`config.mk`:
```
export PLATFORM = sky130hd
export DESIGN_NAME = irq_recog_unit
export DESIGN_NICKNAME = d
export VERILOG_FILES = /design/src/rtl/irqt_pkg.sv /design/src/rtl/irqt_sampler.sv /design/src/rtl/irqt_sequencer.sv /design/src/rtl/irqt_latency.sv /design/src/rtl/irq_recog_unit.sv
export SDC_FILE = /design/constraint.sdc
export NUM_CORES = 1
export LEC_CHECK = 0
export BUFFER_PORTS_ARGS = -buffer_cell sky130_fd_sc_hd__buf_2
export CAP_MARGIN = 20
export CORE_ASPECT_RATIO = 0.9
export CORE_UTILIZATION = 60
export CTS_BUF_LIST = sky130_fd_sc_hd__clkbuf_2 sky130_fd_sc_hd__clkbuf_4 sky130_fd_sc_hd__clkbuf_8
export CTS_CLUSTER_DIAMETER = 80
export CTS_CLUSTER_SIZE = 8
export DETAILED_ROUTE_END_ITERATION = 8
export PLACE_DENSITY = 0.83
export SLEW_MARGIN = 20
export SYNTH_ARGS = -nofsm -noshare
export SYNTH_HDL_FRONTEND = slang
export SYNTH_SLANG_ARGS = --single-unit
```
`constraint.sdc`:
```
create_clock -name clk -period 3.93 [get_ports clk]
set_clock_uncertainty 0.1 [all_clocks]
set_input_delay 0.786 -clock clk [delete_from_list [all_inputs] [get_ports clk]]
set_output_delay 0.786 -clock clk [all_outputs]
set_load 0.05 [all_outputs]
```
`src/rtl/irqt_pkg.sv`:
```
package irqt_pkg;

    localparam int LEN_MIN      = 2;
    localparam int LEN_MAX      = 8;
    localparam int ENTRY_CYCLES = 7;
    localparam int LEN_W        = $clog2(LEN_MAX + 1);
    localparam int ENT_W        = $clog2(ENTRY_CYCLES + 1);
    localparam int BR_SHORT     = 2;
    localparam int BR_LONG      = 3;
    localparam int BR_POLL      = 2;

    typedef enum logic [0:0] {
        PH_RUN   = 1'b0,
        PH_ENTRY = 1'b1
    } phase_e;

    typedef struct packed {
        logic [LEN_W-1:0] cycles;
        logic             branch;
        logic             taken;
    } op_desc_t;

    typedef struct packed {
        logic [LEN_W-1:0] last;
        logic [LEN_W-1:0] poll_at;
    } op_plan_t;

    function automatic logic [LEN_W-1:0] clamp_len(logic [LEN_W-1:0] c);
        logic [LEN_W-1:0] r;
        r = c;
        if (r < LEN_W'(LEN_MIN)) r = LEN_W'(LEN_MIN);
        if (r > LEN_W'(LEN_MAX)) r = LEN_W'(LEN_MAX);
        return r;
    endfunction

    function automatic op_plan_t plan_op(op_desc_t d);
        op_plan_t p;
        if (d.branch) begin
            p.last    = d.taken ? LEN_W'(BR_LONG) : LEN_W'(BR_SHORT);
            p.poll_at = LEN_W'(BR_POLL);
        end else begin
            p.last    = clamp_len(d.cycles);
            p.poll_at = p.last;
        end
        return p;
    endfunction

endpackage

```
`src/rtl/irqt_sampler.sv`:
```
module irqt_sampler (
    input  logic clk,
    input  logic rst,
    input  logic irq_n,
    output logic pend
);
    // Late-cycle sample of the request line; visible in the next cycle.
    always_ff @(posedge clk) begin
        if (rst) pend <= 1'b0;
        else     pend <= ~irq_n;
    end
endmodule

```
`src/rtl/irqt_sequencer.sv`:
```
module irqt_sequencer
    import irqt_pkg::*;
(
    input  logic     clk,
    input  logic     rst,
    input  op_desc_t desc,
    input  logic     pend,
    input  logic     mask,
    output logic     op_take,
    output logic     poll,
    output logic     svc_enter,
    output logic     rec_now,
    output logic     rec_held,
    output logic     in_entry,
    output logic     entry_last
);
    phase_e           phase;
    logic [LEN_W-1:0] pos;
    op_plan_t         plan_q;
    logic [ENT_W-1:0] ent_cnt;
    logic             last_cyc;

    assign in_entry   = (phase == PH_ENTRY);
    assign op_take    = (phase == PH_RUN) && (pos == LEN_W'(1));
    assign poll       = (phase == PH_RUN) && (pos != LEN_W'(1)) && (pos == plan_q.poll_at);
    assign last_cyc   = (phase == PH_RUN) && (pos != LEN_W'(1)) && (pos == plan_q.last);
    assign rec_now    = poll && pend && !mask;
    assign svc_enter  = in_entry && (ent_cnt == ENT_W'(1));
    assign entry_last = in_entry && (ent_cnt == ENT_W'(ENTRY_CYCLES));

    always_ff @(posedge clk) begin
        if (rst) begin
            phase    <= PH_RUN;
            pos      <= LEN_W'(1);
            plan_q   <= '0;
            rec_held <= 1'b0;
            ent_cnt  <= '0;
        end else begin
            case (phase)
                PH_RUN: begin
                    if (op_take) plan_q <= plan_op(desc);
                    if (rec_now) rec_held <= 1'b1;
                    if (last_cyc) begin
                        pos <= LEN_W'(1);
                        if (rec_now || rec_held) begin
                            phase    <= PH_ENTRY;
                            ent_cnt  <= ENT_W'(1);
                            rec_held <= 1'b0;
                        end
                    end else begin
                        pos <= pos + LEN_W'(1);
                    end
                end
                PH_ENTRY: begin
                    if (entry_last) begin
                        phase   <= PH_RUN;
                        ent_cnt <= '0;
                    end else begin
                        ent_cnt <= ent_cnt + ENT_W'(1);
                    end
                end
                default: phase <= PH_RUN;
            endcase
        end
    end
endmodule

```
`src/rtl/irqt_latency.sv`:
```
module irqt_latency #(
    parameter int CNT_W = 8
) (
    input  logic             clk,
    input  logic             rst,
    input  logic             irq_n,
    input  logic             in_entry,
    input  logic             entry_last,
    input  logic             rec_now,
    input  logic             rec_held,
    output logic [CNT_W-1:0] lat_cycles,
    output logic             lat_valid
);
    logic             tracking;
    logic [CNT_W-1:0] age;
    logic [CNT_W-1:0] age_inc;

    // Saturating increment so a long masked wait cannot wrap.
    assign age_inc = (&age) ? age : age + CNT_W'(1);

    always_ff @(posedge clk) begin
        if (rst) begin
            tracking   <= 1'b0;
            age        <= '0;
            lat_cycles <= '0;
            lat_valid  <= 1'b0;
        end else begin
            lat_valid <= 1'b0;
            if (entry_last) begin
                lat_cycles <= age_inc;
                lat_valid  <= 1'b1;
                tracking   <= 1'b0;
                age        <= '0;
            end else if (in_entry) begin
                if (tracking) age <= age_inc;
            end else if (tracking) begin
                if (irq_n && !rec_now && !rec_held) begin
                    tracking <= 1'b0;
                    age      <= '0;
                end else begin
                    age <= age_inc;
                end
            end else if (!irq_n) begin
                tracking <= 1'b1;
                age      <= CNT_W'(1);
            end
        end
    end
endmodule

```
`src/rtl/irq_recog_unit.sv`:
```
module irq_recog_unit
    import irqt_pkg::*;
#(
    parameter int CNT_W = 8
) (
    input  logic             clk,
    input  logic             rst,
    input  logic             irq_n,
    input  logic             irq_mask,
    input  logic [LEN_W-1:0] op_cycles,
    input  logic             op_branch,
    input  logic             op_taken,
    output logic             op_take,
    output logic             pend,
    output logic             poll,
    output logic             svc_enter,
    output logic [CNT_W-1:0] lat_cycles,
    output logic             lat_valid
);
    op_desc_t desc;
    logic     rec_now;
    logic     rec_held;
    logic     in_entry;
    logic     entry_last;

    assign desc = '{cycles: op_cycles, branch: op_branch, taken: op_taken};

    irqt_sampler u_sampler (
        .clk   (clk),
        .rst   (rst),
        .irq_n (irq_n),
        .pend  (pend)
    );

    irqt_sequencer u_seq (
        .clk        (clk),
        .rst        (rst),
        .desc       (desc),
        .pend       (pend),
        .mask       (irq_mask),
        .op_take    (op_take),
        .poll       (poll),
        .svc_enter  (svc_enter),
        .rec_now    (rec_now),
        .rec_held   (rec_held),
        .in_entry   (in_entry),
        .entry_last (entry_last)
    );

    irqt_latency #(.CNT_W(CNT_W)) u_lat (
        .clk        (clk),
        .rst        (rst),
        .irq_n      (irq_n),
        .in_entry   (in_entry),
        .entry_last (entry_last),
        .rec_now    (rec_now),
        .rec_held   (rec_held),
        .lat_cycles (lat_cycles),
        .lat_valid  (lat_valid)
    );
endmodule

```
==> results.toml, run 1 <==
[status]
status = "complete, no violations"

[cells_and_area]
fillers = 200
drive_gt1_share_pct = 21.2
areaGrowthSynthToFinish_pct = 12.2
layout.cells.most_common_list = "dfxtp_1 (33), buf_2 (22), nand2_1 (20)"
layout_commonest_cell = "dfxtp_1"
stdcell_count = 255
diodes = 0
fin_nets = 232

[routing]
wl_mm = 3.71
drt_iter0_drc = 66
via_count = 1497
routed_via_density = 5.87
postRouteAntennaNets = 0
drt_pass1_iterations = 5
drc_errors = 0
avgRoutedWirePerCell_um = 14.5

[critical_path]
crit_arrival_ps = 2070
worst_path_dominant_cell_family = "compound AO/OA/AOI/OAI gates"
start_kind = "flip-flop"
crit_slowest_cell = "dfxtp_1"
crit_fanout = 5
crit_type = "reg -> out"
setup.worst_path.end_class = "output port"
max_stage_delay_ps = 420
worstPathCellList = "inv_1, ha_1, or3_4, a211o_1, a21oi_1, buf_2"
path_buf_inv = 2
required_ps = 3040

[sta]
drv_slew = 0
rsz0062_at_grt = "false"
finalSetupTns_ps = 0
relSlewSlack_pct = 55.0
setup_violations = 0
finalCriticalPeriod_ps = 2950
fmax_ghz = 0.339
tightest_slew_ps = 669
final_hold_viol_count = 0
min_period_over_period_pct = 75.2

[floorplan]
die-area_um2 = 3050
core_um2 = 2570
initial_core_util_pct = 66.1
std_cell_rows = 17
die_width_um = 58.1
die_y_um = 52.5
ioPinCount = 23

[yosys]
dominantRegCellSynth = "dfxtp_1"
synth_cells = 192
syn_area_per_cell_um2 = 8.86
synth_area_um2 = 1700
synth_edf_count = 0
async_flop_share_pct = 0
ys_seq_area_share_pct = 38.9
ys_ff_latch = 33
ys_types = 51
yosys_warnings = 0
syn-num-nets = 208

[global_route]
grt_pass1_vias = 1436
grt_overflow_total = 0
grt_pass1_wl_mm = 6.28
grt_max_degree = 20
antenna_found_initial = 0
track_usage_pct = 28.1

[clocking]
cts_buffers = 5
cts_tree = "done"
path_clk_slew_ps = 90
post-cts-setup-buffer-count = 0
cts_resized = 0
insertion_delay_ps = 320
cts_sinks = 33
h-tree-depth = 2
hold_buffers = 0
cts_root_buf = "clkbuf_4"
cts_max_path_buffers = 2

[flow_run]
maxCapViolCount = 0

[power]
p_per_area_nw_per_um2 = 507
p_leak_nw = 0.804
power_uw = 967
ir_worst_vdd_v = 0.000328

[place]
placed_cells = 247
gp_congestion = 0.902
hpwl_mm = 2.87
io_buffers = 22

[hold_path]
hold_path_class = "reg -> reg"
## power breakdown
| group | leakage [nW] | internal (mW) | switching [mW] |
|---|---|---|---|
| Combinational | 0.495 | 0.128 | 0.208 |
| Sequential | 0.268 | 0.370 | 0.0528 |
| Clock | 0.0413 | 0.104 | 0.104 |
## through the flow
| stage | hold WS (ps) | setup slack (ps) | cell area [µm²] | utilization (%) |
|---|---|---|---|---|
| 4_1_cts | 359 | 966 | 1910 | 74.1 |
| 2_1_floorplan | 345 | 1030 | 1700 | - |
| 5_1_grt | 390 | 872 | 1910 | 74.1 |
| 6_report | 351 | 976 | 1910 | 74.1 |
| 3_3_place_gp | 330 | 1400 | 1840 | 71.4 |
| 3_5_place_dp | 337 | 1340 | 1840 | 71.4 |
## synth_stat cells, drive strengths merged, types with 5 or more instances
cell type / number / area, µm²
ha: 6 / 75.1
nor2: 14 / 52.6
nand2b: 5 / 31.3
inv: 5 / 18.8
nand2: 21 / 81.3
a21boi: 5 / 37.5
nand3b: 5 / 37.5
dfxtp: 33 / 661
a211oi: 5 / 60.1
o21ai: 10 / 50.1
a21oi: 16 / 83.8
## sequential cells by signal, indices dropped and copies added (netlist names)
| register | cells |
|---|---|
| u_seq.plan_q | 5 |
| u_seq.ent_cnt | 3 |
| u_lat.lat_cycles | 8 |
| u_lat.tracking | 1 |
| u_sampler.pend | 1 |
| u_seq.pos | 4 |
| u_lat.lat_valid | 1 |
| u_lat.age | 8 |
| u_seq.rec_held | 1 |
| u_seq.in_entry | 1 |
## worst reg2reg max path, cell delays in order, from the launching register on
cell and delay, ps:
dfxtp_1 350, ha_1 210, ha_1 260, a21oi_2 480, o211ai_1 420, a21boi_1 260, o22a_1 150
## cell type report
type | instances | area [µm²] | area share [%]
timing repair buffer | 22 | 110 | 5.77
multi-input combinational | 149 | 1000 | 52.5
sequential | 33 | 661 | 34.6
inverter | 5 | 18.8 | 0.984
clock buffer | 7 | 65.1 | 3.41
tap | 38 | 47.5 | 2.49
clock inverter | 1 | 5.00 | 0.262
## routing by layer
metal	GRT usage, %	part of all wire [%]
met1	33.9	43
met2	47.3	48
met3	8.89	8.2
met4	9.92	0.75
met5	0	0
## final timing paths
check	end	slack (ps)	start	cells after the start
setup / recovery	poll	980	u_seq.pos[1]$_SDFFE_PP0N_	6
hold / removal	u_lat.lat_cycles[6]$_SDFFE_PP0P_	350	u_lat.lat_cycles[6]$_SDFFE_PP0P_	2
setup reg to reg	u_lat.age[5]$_SDFFE_PP0P_	1640	u_seq.ent_cnt[0]$_SDFFE_PP0P_	6
hold reg to reg	u_lat.lat_cycles[6]$_SDFFE_PP0P_	350	u_lat.lat_cycles[6]$_SDFFE_PP0P_	2
## cells by family (layout without fill, tap and decap cells)
logic type	count (synthesis)	count (layout)	synth area share, %
buf+inv	10	35	2.28
xor+xnor	7	7	3.61
fa+ha+maj	6	6	4.41
compound gates	60	60	26.3
simple gates	75	75	24.0
flops	33	33	38.9
mux	1	1	0.589
Note: power is estimated with default switching activity, not from simulation.
==> inputs of run 2 (changes only) <==
--- a/config.mk
+++ b/config.mk
@@ -8,12 +8,12 @@
 export BUFFER_PORTS_ARGS = -buffer_cell sky130_fd_sc_hd__buf_2
 export CAP_MARGIN = 20
 export CORE_ASPECT_RATIO = 0.9
-export CORE_UTILIZATION = 60
+export CORE_UTILIZATION = 59
 export CTS_BUF_LIST = sky130_fd_sc_hd__clkbuf_2 sky130_fd_sc_hd__clkbuf_4 sky130_fd_sc_hd__clkbuf_8
 export CTS_CLUSTER_DIAMETER = 80
 export CTS_CLUSTER_SIZE = 8
 export DETAILED_ROUTE_END_ITERATION = 8
-export PLACE_DENSITY = 0.83
+export PLACE_DENSITY = 0.81
 export SLEW_MARGIN = 20
 export SYNTH_ARGS = -nofsm -noshare
 export SYNTH_HDL_FRONTEND = slang
==> constraint.sdc (replaced) <==
create_clock -name clk -period 3.05 [get_ports clk]
set_clock_uncertainty 0.1 [all_clocks]
set_input_delay 0.61 -clock clk [delete_from_list [all_inputs] [get_ports clk]]
set_output_delay 0.61 -clock clk [all_outputs]
set_load 0.05 [all_outputs]
==> run 2 against run 1 <==
  * Clock power grew 15%
  * Sequential cell count is the same
  * First-iteration DRC count shrank 9.1%
  * Non-clock buffer count is the same
  * Register-to-register slack lost 900 ps
  * Sequential share of layout area grew 0.23 points
  * Cell area shrank 0.66%
  * Utilization shrank 5.1 points
  * Worst hold slack gained 1.8 ps
  * Global-route usage shrank 0.94 points
  * Routed wire length shrank 1.2%
  * Critical path depth is the same
==> results.toml, run 2 (synthesis gave the netlist of run 1 again) <==
[place]
gp_congestion = 0.892
io_buffers = 22
placed_cells = 249
hpwl_mm = 2.82

[sta]
min_period_over_period_pct = 91.1
setup_violations = 0
final_hold_viol_count = 0
tightest_slew_ps = 705
finalSetupTns_ps = 0
drv_slew = 0
relSlewSlack_pct = 52.8
fmax_ghz = 0.360
rsz0062_at_grt = "false"
finalCriticalPeriod_ps = 2780

[routing]
drt_pass1_iterations = 4
postRouteAntennaNets = 0
dr_wl_met2_mm = 1.72
met1Wirelength_mm = 1.70
routed_via_density = 5.86
via_count = 1505
drt_iter0_drc = 60
highest_layer = "met4"
avgRoutedWirePerCell_um = 14.3
wl_mm = 3.66
drc_errors = 0
route.met3.wl_um = 185

[flow_run]
maxCapViolCount = 0

[critical_path]
required_ps = 2340
max_stage_delay_ps = 430
r2r-end = "u_lat.age[2]$_SDFFE_PP0P_"
crit_type = "reg -> out"
reg2reg_depth = 6
worst_path_dominant_cell_family = "compound AO/OA/AOI/OAI gates"
crit_slowest_cell = "dfxtp_1"
crit_fanout = 5
ff2ff_setup_slack_ps = 740
worstPathCellList = "inv_1, ha_1, or3_4, a211o_1, a21oi_1, buf_2"
path_buf_inv = 2
setup.worst_path.end_class = "output port"
worstReg2RegStart = "u_seq.ent_cnt[0]$_SDFFE_PP0P_"
crit_arrival_ps = 2070
path_depth = 6
start_kind = "flip-flop"

[floorplan]
initial_core_util_pct = 61.9
ioPinCount = 23
core_um2 = 2750
die_y_um = 52.9
std_cell_rows = 18
die_width_um = 58.6
die-area_um2 = 3100

[power]
pwr-share-seq_pct = 44.8
clock_power_share_pct = 19.6
p_per_area_nw_per_um2 = 639
switching_share_pct = 39.0
comb_power_share_pct = 35.6
p_int_uw = 739
ir_worst_vdd_v = 0.000331
p_sw_uw = 473
p_leak_nw = 0.799

[clocking]
path_clk_slew_ps = 90
cts_buffers = 5
cts_root_buf = "clkbuf_4"
cts_max_path_buffers = 2
cts_resized = 0
hold_buffers = 0
insertion_delay_ps = 340
cts_tree = "done"
h-tree-depth = 2
cts_sinks = 33
post-cts-setup-buffer-count = 0

[global_route]
grt_overflow_total = 0
antenna_found_initial = 0
grt_pass1_wl_mm = 6.11
grt_pass1_vias = 1386
grt_max_degree = 20
track_usage_pct = 27.2

[cells_and_area]
areaGrowthSynthToFinish_pct = 11.5
stdcell_count = 257
fin_nets = 232
layout_commonest_cell = "dfxtp_1"
drive_gt1_share_pct = 21.2
layout.cells.most_common_list = "dfxtp_1 (33), buf_2 (22), nand2_1 (20)"
diodes = 0
top_regs = "u_lat.age x8, u_lat.lat_cycles x8, u_seq.plan_q x5"

[hold_path]
hold_path_class = "reg -> reg"
whs_path_depth = 2
holdPathEnd = "u_lat.lat_cycles[4]$_SDFFE_PP0P_"
worstHoldStart = "u_lat.lat_cycles[4]$_SDFFE_PP0P_"

[status]
status = "complete, no violations"
==> run 2: cell count changes in the layout (fill, tap and decap cells not counted) <==
cell / change
clkinv_2: +1
clkbuf_4: +1
clkbuf_8: -2
==> run 2: metal layers <==
layer / GRT usage [%] / vias up
li1: - / 750
met1: 33.7 / 705
met2: 45.2 / 41
met3: 6.60 / 9
met4: 11.5 / 0
met5: 0 / -
==> run 2: power groups by stage <==
| stage | logic [mW] | registers (mW) | clock network, mW |
|---|---|---|---|
| final | 0.431 | 0.543 | 0.238 |
| after global routing | 0.478 | 0.551 | 0.264 |
| after CTS | 0.431 | 0.540 | 0.244 |
| after detailed placement | 0.429 | 0.550 | 0 |
| after global placement | 0.412 | 0.545 | 0 |
| after floorplan | 0.355 | 0.531 | 0 |
==> run 2: worst max-delay path by stage <==
stage	startpoint	end	slack (ps)
final	u_seq.pos[1]$_SDFFE_PP0N_	poll	270
after global routing	u_seq.pos[1]$_SDFFE_PP0N_	poll	120
after CTS	u_seq.pos[1]$_SDFFE_PP0N_	poll	260
after detailed placement	u_seq.pos[1]$_SDFFE_PP0N_	poll	640
after floorplan	u_seq.pos[1]$_SDFFE_PP0N_	poll	320
after global placement	u_seq.pos[1]$_SDFFE_PP0N_	poll	700
==> run 2: worst reg2reg max path: cells and delay by family (launching register included) <==
| kind | cells | cell delay, ps |
|---|---|---|
| AO/OA/AOI/OAI | 4 | 1340 |
| flip-flops | 1 | 350 |
| adder cells (fa/ha/maj) | 2 | 470 |
==> run 2: per-stage QoR <==
stage | setup WS, ps | hold slack (ps) | utilization (%) | instance area [µm²] | total power, mW
2_1_floorplan | 325 | 345 | - | 1700 | 0.885
3_3_place_gp | 699 | 333 | 67.0 | 1840 | 0.957
3_5_place_dp | 637 | 335 | 67.0 | 1840 | 0.979
4_1_cts | 262 | 349 | 69.0 | 1900 | 1.21
5_1_grt | 123 | 360 | 69.0 | 1900 | 1.29
6_report | 271 | 353 | 69.0 | 1900 | 1.21
==> run 2: final cells by class <==
class,instances,area (µm²)
clock buffer,6,45.0
clock inverter,2,10.0
fill,246,852
inverter,5,18.8
multi-input combinational,149,1000
sequential,33,661
tap,40,50.0
timing repair buffer,22,110
==> inputs of run 3 (changes only) <==
--- a/config.mk
+++ b/config.mk
@@ -5,15 +5,15 @@
 export SDC_FILE = /design/constraint.sdc
 export NUM_CORES = 1
 export LEC_CHECK = 0
-export BUFFER_PORTS_ARGS = -buffer_cell sky130_fd_sc_hd__buf_2
 export CAP_MARGIN = 20
 export CORE_ASPECT_RATIO = 0.9
-export CORE_UTILIZATION = 59
+export CORE_UTILIZATION = 60
 export CTS_BUF_LIST = sky130_fd_sc_hd__clkbuf_2 sky130_fd_sc_hd__clkbuf_4 sky130_fd_sc_hd__clkbuf_8
 export CTS_CLUSTER_DIAMETER = 80
 export CTS_CLUSTER_SIZE = 8
 export DETAILED_ROUTE_END_ITERATION = 8
-export PLACE_DENSITY = 0.81
+export DONT_BUFFER_PORTS = 1
+export PLACE_DENSITY = 0.76
 export SLEW_MARGIN = 20
 export SYNTH_ARGS = -nofsm -noshare
 export SYNTH_HDL_FRONTEND = slang
==> run 3 against run 2 <==
  * Clock-buffer cell count rose by 1
  * Global-route usage fell by 0.068 points
  * Register-to-register slack improved by 50 ps
  * First-iteration DRC count rose by 32%
  * Critical path type unchanged
==> results.toml, run 3 (synthesis gave the netlist of run 1 again) <==
[routing]
routed_via_density = 6.07
drt_iter0_drc = 79
drc_errors = 0
drt_pass1_iterations = 4
wl_mm = 3.63
postRouteAntennaNets = 0
via_count = 1432
avgRoutedWirePerCell_um = 15.4

[sta]
finalCriticalPeriod_ps = 2790
setup_violations = 0
drv_slew = 0
fmax_ghz = 0.359
min_period_over_period_pct = 91.4
final_hold_viol_count = 0
relSlewSlack_pct = 54.8
finalSetupTns_ps = 0
tightest_slew_ps = 673
rsz0062_at_grt = "false"

[cells_and_area]
final_area_um2 = 1820
multiInputGateArea_um2 = 1000
fillers = 228
layout.cells.most_common_list = "dfxtp_1 (33), nand2_1 (20), a21oi_1 (15)"
seq_area_um2 = 661
stdcell_count = 236
fin_nets = 213
diodes = 0
layout_commonest_cell = "dfxtp_1"
areaGrowthSynthToFinish_pct = 7.06
top_regs = "u_lat.age x8, u_lat.lat_cycles x8, u_seq.plan_q x5"
drive_gt1_share_pct = 13.6

[clocking]
insertion_delay_ps = 350
post-cts-setup-buffer-count = 0
cts_root_buf = "clkbuf_4"
cts_tree = "done"
cts_resized = 0
cts_max_path_buffers = 2
cts_buffers = 5
h-tree-depth = 2
cts_sinks = 33
hold_buffers = 0
path_clk_slew_ps = 90

[floorplan]
die-area_um2 = 3050
ioPinCount = 23
die_width_um = 58.1
core_um2 = 2570
die_y_um = 52.5
initial_core_util_pct = 66.1
std_cell_rows = 17

[hold_path]
hold_path_class = "in -> reg"

[global_route]
grt_busiest_layer = "met2"
track_usage_pct = 27.1
met2_usage_pct = 39.1
grt_pass1_vias = 1347
antenna_found_initial = 0
grtUsageMet1_pct = 37.6
grt_overflow_total = 0
grt_pass1_wl_mm = 6.07
grt_max_degree = 17
met3_usage_pct = 6.67

[power]
p_per_area_nw_per_um2 = 683
ir_worst_vdd_v = 0.000391
p_leak_nw = 0.715

[flow_run]
maxCapViolCount = 0

[critical_path]
crit_fanout = 5
crit_arrival_ps = 2080
crit_type = "reg -> out"
start_kind = "flip-flop"
required_ps = 2340
setup.worst_path.end_class = "output port"

[place]
io_buffers = 0
placedInstanceArea_um2 = 1750
hpwl_mm = 2.72
placed_cells = 228
gp_congestion = 0.934

[status]
status = "complete, no violations"
-- run 3: cell types whose count changed in the layout (fill, tap and decap cells not counted), sizes merged --
cell	change
buf	-19
clkbuf	+1
clkinv	-1
-- run 3: critical path: stages, from the launching register on --
cell	delay [ps]
dfxtp_1	420
inv_1	60
ha_1	190
or3_4	350
a211o_1	310
a21oi_1	180
buf_4	230
-- run 3: where the power goes --
part           switching, mW  internal (mW)  total, mW
clock                  0.148          0.133      0.282
combinational          0.260          0.159      0.419
sequential            0.0645          0.477      0.542
total                  0.473          0.770       1.24
-- run 3: worst paths after layout --
| kind | slack (ps) | to | start | cells past startpoint |
|---|---|---|---|---|
| worst max-delay path | 260 | poll | u_seq.pos[1]$_SDFFE_PP0N_ | 6 |
| worst min-delay path | 220 | u_seq.pos[1]$_SDFFE_PP0N_ | rst | 1 |
| worst max register to register | 790 | u_lat.age[5]$_SDFFE_PP0P_ | u_seq.ent_cnt[0]$_SDFFE_PP0P_ | 6 |
| worst min register to register | 390 | u_seq.plan_q[3]$_SDFFE_PP0P_ | u_seq.plan_q[3]$_SDFFE_PP0P_ | 2 |
-- run 3: layer usage --
metal	wire length [µm]	share of wire [%]	vias to the layer above
met2	1650	45	52
met5	0	0	-
li1	-	-	710
met4	75	2.1	0
met3	243	6.7	10
met1	1670	46	660
-- run 3: through the flow --
| stage | utilization, % | total power, mW | setup WS (ps) | hold WS (ps) |
|---|---|---|---|---|
| 5_1_grt | 70.7 | 1.33 | 182 | 201 |
| 2_1_floorplan | - | 0.885 | 325 | 345 |
| 6_report | 70.7 | 1.24 | 261 | 222 |
| 3_5_place_dp | 68.0 | 0.966 | 643 | 377 |
| 3_3_place_gp | 68.0 | 0.945 | 745 | 357 |
| 4_1_cts | 70.7 | 1.24 | 267 | 220 |
-- run 3: cell type report --
| type | count | area share [%] |
|---|---|---|
| well taps | 38 | 2.61 |
| repair buffers | 3 | 1.24 |
| clock buffers | 7 | 3.57 |
| inverters | 5 | 1.03 |
| multi-input cells | 149 | 55.0 |
| clock inverters | 1 | 0.275 |
| flip-flops and latches | 33 | 36.3 |
